File: config.mk
export PLATFORM = sky130hd
export DESIGN_NAME = branch_npc
export DESIGN_NICKNAME = d
export VERILOG_FILES = /design/src/rtl/branch_npc_pkg.sv /design/src/rtl/branch_npc_decode.sv /design/src/rtl/branch_npc_cond.sv /design/src/rtl/branch_npc_target.sv /design/src/rtl/branch_npc.sv
export SDC_FILE = /design/constraint.sdc
export NUM_CORES = 1
export LEC_CHECK = 0
export BUFFER_PORTS_ARGS = -buffer_cell sky130_fd_sc_hd__buf_2
export CORE_MARGIN = 2
export CORE_UTILIZATION = 25
export CTS_CLUSTER_DIAMETER = 60
export DETAILED_ROUTE_END_ITERATION = 10
export PLACE_DENSITY_LB_ADDON = 0.3
export SYNTH_ARGS = -nofsm -noshare
export SYNTH_HDL_FRONTEND = slang
export SYNTH_SLANG_ARGS = --single-unit
export TNS_END_PERCENT = 50
File: constraint.sdc
create_clock -name clk -period 4.4 [get_ports clk]
set_clock_uncertainty 0.05 [all_clocks]
set_input_delay 0.88 -clock clk [delete_from_list [all_inputs] [get_ports clk]]
set_output_delay 0.88 -clock clk [all_outputs]
set_load 0.03 [all_outputs]
File: src/rtl/branch_npc_pkg.sv
package branch_npc_pkg;

  localparam logic [5:0] OPC_BR_FIRST = 6'h20;
  localparam logic [5:0] OPC_BR_LAST  = 6'h29;
  localparam logic [5:0] OPC_JMP      = 6'h2A;
  localparam logic [5:0] OPC_JREG     = 6'h2B;
  localparam logic [5:0] OPC_JLNK     = 6'h2C;
  localparam logic [5:0] OPC_JRLNK    = 6'h2D;

  localparam int NUM_COND = 10;
  localparam int COND_W   = 4;

  typedef enum logic [1:0] {
    SRC_SEQ  = 2'd0,
    SRC_BR   = 2'd1,
    SRC_OFS  = 2'd2,
    SRC_REG  = 2'd3
  } tgt_src_e;

  typedef struct packed {
    logic              is_branch;
    logic [COND_W-1:0] cond;
    tgt_src_e          src;
    logic              link;
  } ctl_t;

endpackage

File: src/rtl/branch_npc_decode.sv
module branch_npc_decode
  import branch_npc_pkg::*;
(
  input  logic [5:0] opcode,
  output ctl_t       ctl
);

  logic [5:0] br_rel;

  assign br_rel = opcode - OPC_BR_FIRST;

  always_comb begin
    ctl.is_branch = 1'b0;
    ctl.cond      = '0;
    ctl.src       = SRC_SEQ;
    ctl.link      = 1'b0;
    if (opcode >= OPC_BR_FIRST && opcode <= OPC_BR_LAST) begin
      ctl.is_branch = 1'b1;
      ctl.cond      = br_rel[COND_W-1:0];
      ctl.src       = SRC_BR;
    end else begin
      case (opcode)
        OPC_JMP:   ctl.src = SRC_OFS;
        OPC_JREG:  ctl.src = SRC_REG;
        OPC_JLNK:  begin ctl.src = SRC_OFS; ctl.link = 1'b1; end
        OPC_JRLNK: begin ctl.src = SRC_REG; ctl.link = 1'b1; end
        default:   ctl.src = SRC_SEQ;
      endcase
    end
  end

endmodule

File: src/rtl/branch_npc_cond.sv
module branch_npc_cond
  import branch_npc_pkg::*;
#(
  parameter int XLEN = 32
) (
  input  logic [XLEN-1:0]   a,
  input  logic [XLEN-1:0]   b,
  input  logic [COND_W-1:0] cond,
  output logic              hit
);

  logic eq, lt_s, lt_u;
  logic [NUM_COND-1:0] flags;

  assign eq   = (a == b);
  assign lt_s = ($signed(a) < $signed(b));
  assign lt_u = (a < b);

  // Pairs of (signed, unsigned) orderings share one shape
  logic [1:0] lt_pair;
  assign lt_pair = {lt_u, lt_s};

  assign flags[0] = eq;
  assign flags[1] = !eq;

  for (genvar k = 0; k < 2; k++) begin : g_order
    assign flags[2 + k] = lt_pair[k] | eq;      // <=
    assign flags[4 + k] = lt_pair[k];           // <
    assign flags[6 + k] = !lt_pair[k];          // >=
    assign flags[8 + k] = !lt_pair[k] & !eq;    // >
  end

  always_comb begin
    hit = 1'b0;
    if (int'(cond) < NUM_COND) hit = flags[cond];
  end

endmodule

File: src/rtl/branch_npc_target.sv
module branch_npc_target #(
  parameter int XLEN = 32
) (
  input  logic [XLEN-1:0] pc,
  input  logic [15:0]     imm16,
  input  logic [25:0]     ofs26,
  output logic [XLEN-1:0] seq,
  output logic [XLEN-1:0] br_tgt,
  output logic [XLEN-1:0] ofs_tgt
);

  localparam int IMM_PAD = XLEN - 18;
  localparam int OFS_PAD = XLEN - 28;

  logic [XLEN-1:0] imm_scaled, ofs_scaled;

  assign imm_scaled = {{IMM_PAD{imm16[15]}}, imm16, 2'b00};
  assign ofs_scaled = {{OFS_PAD{ofs26[25]}}, ofs26, 2'b00};

  assign seq     = pc + XLEN'(4);
  assign br_tgt  = seq + imm_scaled;
  assign ofs_tgt = seq + ofs_scaled;

endmodule

File: src/rtl/branch_npc.sv
module branch_npc
  import branch_npc_pkg::*;
#(
  parameter int              XLEN     = 32,
  parameter logic [XLEN-1:0] RESET_PC = '0,
  parameter int              LINK_REG = 31
) (
  input  logic            clk,
  input  logic            rst_n,
  input  logic            advance,
  input  logic [31:0]     instr,
  input  logic [XLEN-1:0] opa,
  input  logic [XLEN-1:0] opb,
  input  logic            exc_take,
  input  logic [XLEN-1:0] exc_vector,
  output logic [XLEN-1:0] pc_q,
  output logic [XLEN-1:0] next_pc,
  output logic            link_we,
  output logic [4:0]      link_idx,
  output logic [XLEN-1:0] link_data
);

  ctl_t            ctl;
  logic            taken;
  logic [XLEN-1:0] seq, br_tgt, ofs_tgt, opa_snap, flow_pc;

  branch_npc_decode u_dec (
    .opcode (instr[31:26]),
    .ctl    (ctl)
  );

  branch_npc_cond #(.XLEN(XLEN)) u_cond (
    .a    (opa),
    .b    (opb),
    .cond (ctl.cond),
    .hit  (taken)
  );

  branch_npc_target #(.XLEN(XLEN)) u_tgt (
    .pc      (pc_q),
    .imm16   (instr[15:0]),
    .ofs26   (instr[25:0]),
    .seq     (seq),
    .br_tgt  (br_tgt),
    .ofs_tgt (ofs_tgt)
  );

  // Register target is taken from the operand as read this cycle,
  // before the link write lands at the edge.
  assign opa_snap = opa;

  always_comb begin
    case (ctl.src)
      SRC_BR:  flow_pc = (ctl.is_branch && taken) ? br_tgt : seq;
      SRC_OFS: flow_pc = ofs_tgt;
      SRC_REG: flow_pc = opa_snap;
      default: flow_pc = seq;
    endcase
  end

  assign next_pc   = exc_take ? exc_vector : flow_pc;
  assign link_we   = advance && ctl.link && !exc_take;
  assign link_idx  = 5'(LINK_REG);
  assign link_data = seq;

  always_ff @(posedge clk) begin
    if (!rst_n)       pc_q <= RESET_PC;
    else if (advance) pc_q <= next_pc;
  end

endmodule

# Word-level counts from Yosys, hierarchy flattened
# Cells that the tools add are included.
word_totals:
  ff_bits: 32
  in_bits: 132
  out_inout_bits: 102
classes:
  add_sub_neg: 4
  magnitude_cmp: 6
  n_eq_ne: 8
  muxes: 11
  n_bitwise: 4
  reduce_logical: 11
ops:
  columns: ["op", "count"]
  rows:
  - ["32-bit case mux with 3 select lines", 1]
  - ["32-bit adder", 2]
  - ["32-bit less-than comparator", 2]
  - ["32-bit 2-to-1 mux", 2]
  - ["32-bit by 3-bit adder with 32-bit output (second input constant)", 1]
  - ["32-bit equality test", 1]
  - ["6-bit equality test (second input constant)", 4]
  - ["6-bit greater-or-equal comparator (second input constant)", 1]
  - ["6-bit <= comparator (second input constant)", 1]
  - ["2-bit OR reduction", 3]
  - ["4-bit by 5-bit less-than comparator with 1-bit output (second input constant)", 1]
  - ["5-bit 2-to-1 mux", 1]
  - ["1-bit binary-select mux with 4-bit select", 1]
  - ["2-bit equality test (second input constant)", 2]
  - ["1-bit logical AND", 4]
  - ["1-bit logical NOT", 4]
  - ["4-bit less-than comparator (second input constant)", 1]
  - ["1-bit 2-to-1 mux", 4]
  - ["2-bit case mux with 2 select lines", 1]
  - ["4-bit by 1-bit subtractor with 4-bit output (second input constant)", 1]
  - ["1-bit bitwise AND", 2]
  - ["2-bit by 1-bit equality test with 1-bit output (second input constant)", 1]
  - ["2-bit 2-to-1 mux", 1]
  - ["1-bit OR", 2]

# Logic depth before layout (Yosys ltp)
# Gate-level depths: netlist (run 1).
depth:
  depth_word: 10
  mapped_depth: 17

# Cells and area by module
# Synthesis (run 1) repeated with hierarchy kept, for this count alone.
unflattened:
  hier_cells: 1098
  hier_area_um2: 8140.3
by_module_without_submodules:
  columns: ["mod", "n_inst", "cells_per_inst", "area_each_um2", "seq_area_each_um2"]
  rows:
  - ["branch_npc_target", 1, 556, 3898.7, 0.0]
  - ["branch_npc", 1, 403, 3195.6, 640.6]
  - ["branch_npc_cond", 1, 125, 933.4, 0.0]
  - ["branch_npc_decode", 1, 14, 112.6, 0.0]

# Worst setup path before layout (run 1)
# OpenSTA, ideal clock, no wires.
synth_timing:
  path_type: "register to output"
  from: "register pc_q[4]"
  to: "output port next_pc[31]"
  arrival_ns: 4.743
  required_time_ns: 3.470
  path_slack_ns: -1.273
  stages_incl_launch_ff: 17
  cell_sequence: "dfxtp_1 and4_1 and3_1 nand3_1 nor2_1 xor2_1 ha_1 a21o_1 a21o_1 a21oi_1 o21ai_0 a21oi_2 o31ai_2 a41o_1 a2111oi_0 nor2_1 a2bb2oi_1"
synth_via:
  elab_chain_len: 5
  word_cells_on_any_way: 6
  cone_classes: "add/sub: 3; mux: 3"
synth_rtl:
  columns: ["element", "line", "source"]
  rows:
  - ["start: declaration", "branch_npc.sv:16", "output logic [XLEN-1:0] pc_q,"]
  - ["start signal: assignment", "branch_npc.sv:68", "else if (advance) pc_q <= next_pc;"]
  - ["32-bit by 3-bit adder with 32-bit output (*)", "branch_npc_target.sv:20", "assign seq = pc + XLEN'(4);"]
  - ["net link_data[18]", "branch_npc.sv:20", "output logic [XLEN-1:0] link_data"]
  - ["32-bit adder", "branch_npc_target.sv:21", "assign br_tgt = seq + imm_scaled;"]
  - ["32-bit 2-to-1 mux", "branch_npc.sv:54", "SRC_BR: flow_pc = (ctl.is_branch && taken) ? br_tgt : seq;"]
  - ["32-bit case mux with 3 select lines (*)", "branch_npc.sv:53", "case (ctl.src)"]
  - ["32-bit 2-to-1 mux (*)", "branch_npc.sv:61", "assign next_pc = exc_take ? exc_vector : flow_pc;"]
  - ["end: declaration", "branch_npc.sv:17", "output logic [XLEN-1:0] next_pc,"]
# Mark *: on every way through the listed nets, which the timed path passes. The rest lies on a longest branch.

# Worst setup path after layout (run 1)
layout_timing:
  from: "register pc_q[12]"
  to: "output port next_pc[26]"
layout_via:
  elab_chain_len: 5
  word_cells_on_any_way: 6
  cone_classes: "add/sub: 3; mux: 3"
layout_rtl:
  columns: ["element", "line"]
  rows:
  - ["32-bit by 3-bit adder with 32-bit output (*)", "branch_npc_target.sv:20"]
  - ["32-bit adder", "branch_npc_target.sv:21"]
  - ["32-bit 2-to-1 mux", "branch_npc.sv:54"]
  - ["32-bit case mux with 3 select lines (*)", "branch_npc.sv:53"]
  - ["32-bit 2-to-1 mux (*)", "branch_npc.sv:61"]
# Mark *: on every way between the ends. The rest lies on a longest branch, timed or not.

==> run summary, run 1 <==
For this run, the register share of the synthesized area comes to 0.0988. The number of standard-cell rows in the floorplan is 58. The minimum period implied by the final worst setup slack is a little over 5000 ps. The cell count after placement is ~1700. Data on the critical path arrives at its endpoint at 4200 ps. At the end of routability-driven placement, the weighted congestion stood at about 0.9.

The worst min-delay path class is flip-flop to flip-flop. The biggest area contributor in the post-synthesis netlist is ha_1. The register with the most flip-flops in the layout has 32 of them. The total power density per cell area came out at ~200 mW/mm^2. Leaving out filler cells and counting taps, the final layout contains 1786. The minimum setup slack after placement came out at -591 ps. By area the synthesized netlist is led by ha_1, dfxtp_1, nand2_1.

The first-pass iteration count of the detailed router came out at 5. The die extent in x is 165 um. The register-to-register path setup slack came out at 420 ps. The clock-pin slew on the worst setup and hold paths came out at around 60 ps. The number of flops mapped to enable cells by yosys is 0. For this block, the routed nets add up to around 35000 um of wire. Summing all flip-flop and latch instances after layout gives between 600 and 700 sq um. The largest registers in the layout are pc_q x32. TritonCTS built the clock tree. The remaining design rule violation count came out at 0. The tool flagged a number of max-cap violations equal to 0. The first global-routing pass estimated 50800 um of wire.

For this run, the leading register cell type out of synthesis is dfxtp_1. The mean instance size in the synthesized netlist is about 7 sq um. The number of vias in the routed layout came out at 9327. The period utilization is 1.17.

The design draws 0.00253 W. The number of different library cells used by synthesis comes to 86. The post-synthesis instance area came out at ~0.0065 sq mm. STA classifies the critical path startpoint as a flip-flop.

The fraction of synthesized cell area taken by the top area cell type is 0.145. The share of final-layout standard cells stronger than drive strength 1 is 0.577. The peak supply drop came out at 0.141 mV. The final count of pins violating max slew is 0.

Measured against its own limit, the worst slew margin works out to 0.431. In this run, synthesis produced a sequential element count of 32. The starting density of the core came out at 0.256. The quantity of I/O buffers inserted on ports is approximately 230.

In this run the standard cell core region covers 0.0253 sq mm. Synthesis produced a netlist whose cell count is 919. Summing all non-filler instances in the final layout gives an area of around 0.013 sq mm.

The pin count of the biggest net entering global routing is 49. The DRC marker count from the first detailed-route iteration is ~590. The class of the most critical setup path is flip-flop to output port. The final count of hold timing violations came out at 0.

The required time of the critical path is 3470 ps. The number of antenna violations at the first check in global routing came out at 2. The top cell types in the final layout, fill and taps aside, are buf_4, buf_2, nand2_1.

The flow ran to the end, but the final reports show violations. At the end of the flow, the number of nets in the layout was 1662. The post-route core utilization is 0.503.

The count of pins on the block boundary is ~230. The checks that failed: setup timing. Counting every sink on the clock net gives 32. The largest individual stage delay along the critical path comes from the cell a221o_1. The average routed wire per standard cell came out at 19.3 um. The register with the highest flop count is pc_q.

The HPWL after detailed placement came out at 26800 um. The overall fraction of global-route tracks in use came out at 0.245. The longest individual stage delay on the worst path came out at slightly below 400 ps. The total global routing overflow came out at 0.

The area occupied by multi-input gates came out at between 0.006 and 0.007 sq mm. The critical path goes through and4_4, nand4_1, nor2_2, nand4_1, xnor2_4, buf_12, ha_4, a21oi_2, nor2b_2, a211o_1, a41o_4, a21oi_2, xor2_1, o21ai_1, a221o_1, mux2_4, buf_6. In this run the worst path has a maximum fanout of 4. After detailed routing, the number of vias per cell comes to 5.22. The die is ~170 um tall. The longest clock path from root to sink contains 2 buffers.

At the pin with the least slew margin, the transition time is 854 ps. The standard cell area after detailed placement came out at 0.0108 sq mm. The count of warnings emitted by yosys came out at 0. In this run the clock root is driven by a clkbuf_16. The total leakage power is 6.01 nW. The most frequent standard cell in the layout excluding fill and tap cells is buf_4. Timing would allow up to a little under 200 MHz. The floorplan step defined a die boundary enclosing around 0.027 sq mm. Buffers inserted to repair hold after CTS numbered 0. The number of global-route vias before repair was 9262. STA classifies the critical path endpoint as an output port. The number of levels in the clock H-tree came out at 2. The area overhead of the layout relative to synthesis is 96.5%.

The filler cell count in the final layout is about 2400. Setup repair after global routing could not meet its margin everywhere. The number of clock buffers inserted by TritonCTS came out at 5.

Once routing completed, OpenROAD measured the worst setup slack at -729 ps. The latest clock arrival within the worst-skew pair is 300 ps. The fraction of synthesis flops using an asynchronous set or reset pin came out at 0.

The detail route stage leaves a number of antenna-violating nets equal to 0. Setup violations remaining at the end of the flow were counted as 31.
-- critical path, delay by kind of cell, from the launching register on --
| kind | cells | cell delay [ps] |
|---|---|---|
| mux | 1 | 280 |
| compound gates | 6 | 1270 |
| simple gates | 5 | 1110 |
| fa+ha+maj | 1 | 240 |
| buf+inv | 2 | 280 |
| flops | 1 | 340 |
| xor+xnor | 2 | 380 |
-- metrics by stage --
stage                     setup TNS [ps]  hold slack (ps)
after floorplan                    -2540              517
after global placement            -11470              480
after detailed placement          -13380              483
after CTS                         -10140              493
after global routing              -15480              554
final                             -11860              494
-- cell usage after synthesis, drive strengths merged (6+ instances only) --
cell and number:
a21o 16, a2111oi 9, a21oi 76, o31ai 6, clkbuf 25, a31oi 24, or2 7, o21ai 55
nor2 73, nor3 13, nand3 43, mux2i 14, xor2 20, and2 12, o21a 8, nand2b 14
o211ai 8, nor2b 13, dfxtp 32, or3 9, and3 18, xnor2 39, nand4 20, a211oi 10
nand2 101, ha 75, inv 63, a221oi 10, a221o 6, buf 19
-- power by group --
part / internal, W / switching, W
Clock: 0.000267 / 0.000176
Sequential: 0.000311 / 0.0000171
Combinational: 0.000830 / 0.000925
Total: 0.00141 / 0.00112
-- cell type report --
cell class | count | area share
Clock buffer | 5 | 0.00982
Timing Repair Buffer | 567 | 0.332
Tap cell | 330 | 0.0324
Inverter | 63 | 0.0188
Multi-Input combinational cell | 785 | 0.549
Sequential cell | 32 | 0.0546
Clock inverter | 3 | 0.00334
Antenna cell | 1 | 0.000196
-- routing by layer --
layer / up-vias / GRT usage / routed length (um)
li1: 4473 / - / -
met1: 4467 / 0.308 / 14900
met2: 327 / 0.424 / 16500
met3: 58 / 0.0399 / 2090
met4: 2 / 0.0798 / 983
met5: - / 0 / 13
-- logic make-up after synthesis --
group | Yosys count | synth area share
mux | 18 | 0.0291
flops | 32 | 0.0988
simple gates | 338 | 0.255
fa+ha+maj | 76 | 0.148
xor+xnor | 59 | 0.0809
buf+inv | 107 | 0.0700
compound gates | 288 | 0.318
other cells | 1 | 0.000578
-- worst paths after layout --
kind | cells past startpoint | startpoint | end
worst min-delay path | 2 | pc_q[29]$_SDFFE_PN0P_ | pc_q[29]$_SDFFE_PN0P_
worst min register to register | 2 | pc_q[29]$_SDFFE_PN0P_ | pc_q[29]$_SDFFE_PN0P_
worst max register to register | 18 | pc_q[3]$_SDFFE_PN0P_ | pc_q[19]$_SDFFE_PN0P_
worst max-delay path | 17 | pc_q[12]$_SDFFE_PN0P_ | next_pc[26]
-- repair_timing --
item / 4_1_cts / 5_1_grt
gates cloned: 2 / 0
pin swaps: 83 / 80
buffers inserted: 52 / 20
endpoints found under the setup margin: 30 / 31
gates resized for setup: 177 / 105
(Power assumes the default switching activity.)
==> run 2: changes to the inputs <==
Settings changed: CTS_BUF_LIST from default to sky130_fd_sc_hd__clkbuf_16, SKIP_LAST_GASP from default to 1.
==> run 2 against run 1 <==
  * The flow still finishes with violations (setup timing)
  * Maximum frequency up 1.8%
  * First-iteration DRC count down 0.84%
  * Worst setup slack better by 88 ps
  * Sequential power about the same
  * Critical path depth up 1
  * Clock power about the same
  * Register-to-register slack about the same
  * Critical endpoint is now next_pc[30]
  * Largest cell class unchanged
==> run summary, run 2 (synthesis results as in run 1) <==
The placer congestion estimate came to 0.899 (unchanged). The sum of routed wire length over all layers is 34200 um (was 34500 um). The class of the most critical setup path is flip-flop to output port (unchanged).

The DRC marker count from the first detailed-route iteration is 587 (was 592). The sink count of the clock tree is 32 (unchanged). The number of antenna violations at the first check in global routing came out at 3 (was 2).

The clock tree root buffer cell is clkbuf_16 (unchanged). Registers with the highest flip-flop counts: pc_q x32 (unchanged). The required time of the critical path is 3470 ps (about the same). The period utilization came out at 1.15 (was 1.17). The maximum buffer depth of the clock tree came out at 2 (unchanged). The total global routing overflow came out at 0 (unchanged). The arrival time of data at the critical path endpoint was 4110 ps (was 4200 ps). The CTS tree is built (unchanged). The register-to-register path setup slack was 410 ps (was 420 ps). The cell count of the worst reg-to-reg path came out at 18 (unchanged). The first-pass iteration count of the detailed router came to 5 (unchanged).

Commonest cells after routing, fill and taps aside: buf_4, buf_2, nand2_1 (unchanged). The cell area after layout is 0.0125 sq mm (was 0.0127 sq mm). The area occupied by multi-input gates came out at 0.00686 sq mm (was 0.00699 sq mm).

The number of vias in the routed layout came out at 9226 (was 9327). The net count of the finished layout is 1663 (was 1662). The floorplan die area is 0.0272 sq mm (unchanged). The setup TNS was -12830 ps (was -11860 ps). The worst min-delay path class is flip-flop to flip-flop (unchanged). The die extent in x came out at 165 um (unchanged). The capture point of the critical path was next_pc[30] (was next_pc[26]). The filler cell count in the final layout came out at 2447 (was 2418).

The highest achievable clock rate came out at 198 MHz (was 195 MHz). The overall die height was 165 um (unchanged). The largest driver fanout on the critical path is 4 (unchanged). The transition time of the tightest slew-check pin came out at 842 ps (was 854 ps). The quantity of I/O buffers inserted on ports came out at 228 (unchanged). The average vias per placed instance was 5.16 (was 5.22). The area of the core came to 0.0253 sq mm (unchanged).

The latest clock arrival within the worst-skew pair is 300 ps (about the same). The worst flop-to-flop path endpoint is pc_q[19]$_SDFFE_PN0P_ (unchanged). The standard cell area after detailed placement came to 0.0108 sq mm (unchanged). The number of max-cap violations is 0 (unchanged).

The slack of the critical path came out at -641 ps (was -729 ps). The sort of element at the end of the critical path is an output port (unchanged). The total leakage power came out at 5.95 nW (was 6.01 nW). The remaining design rule violation count came out at 0 (unchanged). RSZ-0062 raised after global routing: yes (unchanged). The number of clock buffers inserted by TritonCTS is 5 (unchanged). The first-pass GRT wire length is 50500 um (was 50800 um). The starting density of the core came out at 0.256 (unchanged). The number of global-route vias before repair came out at 9183 (was 9262). The number of levels in the clock H-tree is 2 (unchanged). The final count of pins violating max slew came out at 0 (unchanged). The startpoint of the most critical setup path is pc_q[12]$_SDFFE_PN0P_ (unchanged). The most frequent standard cell in the layout excluding fill and tap cells is buf_4 (unchanged). The post-detailed-route count of antenna-violating nets came out at 0 (unchanged).

The pin count of the biggest net entering global routing was 49 (unchanged). The total power density per cell area is 198 mW/mm^2 (about the same). The share of final-layout standard cells stronger than drive strength 1 came to 0.555 (was 0.577). The count of pins on the block boundary is 234 (unchanged). The HPWL after detailed placement is 26800 um (unchanged).

Violated checks: setup timing (unchanged). The storage element area is 696 sq um (unchanged). The peak supply drop is 0.140 mV (was 0.141 mV). The register with the highest flop count is pc_q (unchanged). The final count of hold timing violations is 0 (unchanged). The area overhead of the layout relative to synthesis came to 92.5% (was 96.5%). The number of standard-cell rows in the floorplan came out at 58 (unchanged).

The launch point of the worst reg-to-reg path is pc_q[3]$_SDFFE_PN0P_ (unchanged). The clock-pin slew on the worst setup and hold paths came out at 60 ps (about the same). The average routed wire per standard cell came out at 19.1 um (was 19.3 um).

The number of flip-flops in the largest register came to 32 (unchanged). The minimum period implied by the final worst setup slack came out at 5040 ps (was 5130 ps). Status: finished with violations (unchanged). The overall fraction of global-route tracks in use came out at 0.243 (was 0.245).

The hold buffer count at CTS was 0 (unchanged). The worst slew margin relative to its limit is 0.438 (was 0.431). The startpoint type of the worst setup path is a flip-flop (unchanged).

The final setup violation count was 30 (was 31).
run 2: per-stage QoR:
step	util	setup WS, ps	instances	hold slack (ps)	power, W
5_1_grt	0.493	-797	1786	554	0.00262
3_5_place_dp	0.426	-591	1712	483	0.00181
6_report	0.493	-641	1787	493	0.00247
2_1_floorplan	-	-229	923	517	0.00119
3_3_place_gp	0.426	-559	1712	480	0.00180
4_1_cts	0.474	-608	1773	493	0.00240
run 2: how the worst min path moves through the flow:
stage	from	endpoint	slack, ps	depth (start not counted)
2_1_floorplan	pc_q[7]$_SDFFE_PN0P_	pc_q[7]$_SDFFE_PN0P_	520	2
3_3_place_gp	pc_q[29]$_SDFFE_PN0P_	pc_q[29]$_SDFFE_PN0P_	480	2
3_5_place_dp	pc_q[29]$_SDFFE_PN0P_	pc_q[29]$_SDFFE_PN0P_	480	2
4_1_cts	pc_q[29]$_SDFFE_PN0P_	pc_q[29]$_SDFFE_PN0P_	490	2
5_1_grt	pc_q[29]$_SDFFE_PN0P_	pc_q[29]$_SDFFE_PN0P_	550	2
6_report	pc_q[29]$_SDFFE_PN0P_	pc_q[29]$_SDFFE_PN0P_	490	2
run 2: report_power, final:
part / internal [W] / total, W / switching, W
Clock: 0.000267 / 0.000440 / 0.000173
Combinational: 0.000798 / 0.00170 / 0.000906
Sequential: 0.000311 / 0.000329 / 0.0000174
Total: 0.00138 / 0.00247 / 0.00110
run 2: layout make-up:
class	instances	share of cell area
Multi-Input combinational cell	785	0.550
Clock buffer	5	0.0100
Timing Repair Buffer	568	0.328
Tap cell	330	0.0331
Antenna cell	1	0.000201
Sequential cell	32	0.0558
Clock inverter	3	0.00341
Inverter	63	0.0192
run 2: critical path: stages, from the launching register on:
cell       delay [ps]
dfxtp_4           340
and4_4            250
nand4_1           220
nor2_2            250
nand4_1           240
xnor2_4           230
buf_6             140
ha_4              280
and3_4            200
nand2_4            60
a2111oi_4         350
nor2_2            120
a31oi_4           170
mux2i_1           100
o21a_1            180
o41ai_2           350
buf_4             170
nand2_2            40
buf_6             130
run 2: repair_timing:
action	CTS	global route
pin swaps	73	55
cloned	2	0
gates resized for setup	120	83
hold endpoints to repair	0	0
setup endpoints to repair	30	31
buffers inserted	52	21
run 2: per-layer routing:
layer  up-vias  global-route usage  part of all wire
met5         -                   0           0.00038
met4         2              0.0791             0.031
met3        58              0.0379             0.063
met2       320               0.420              0.48
met1      4371               0.308              0.43
li1       4475                   -                 -
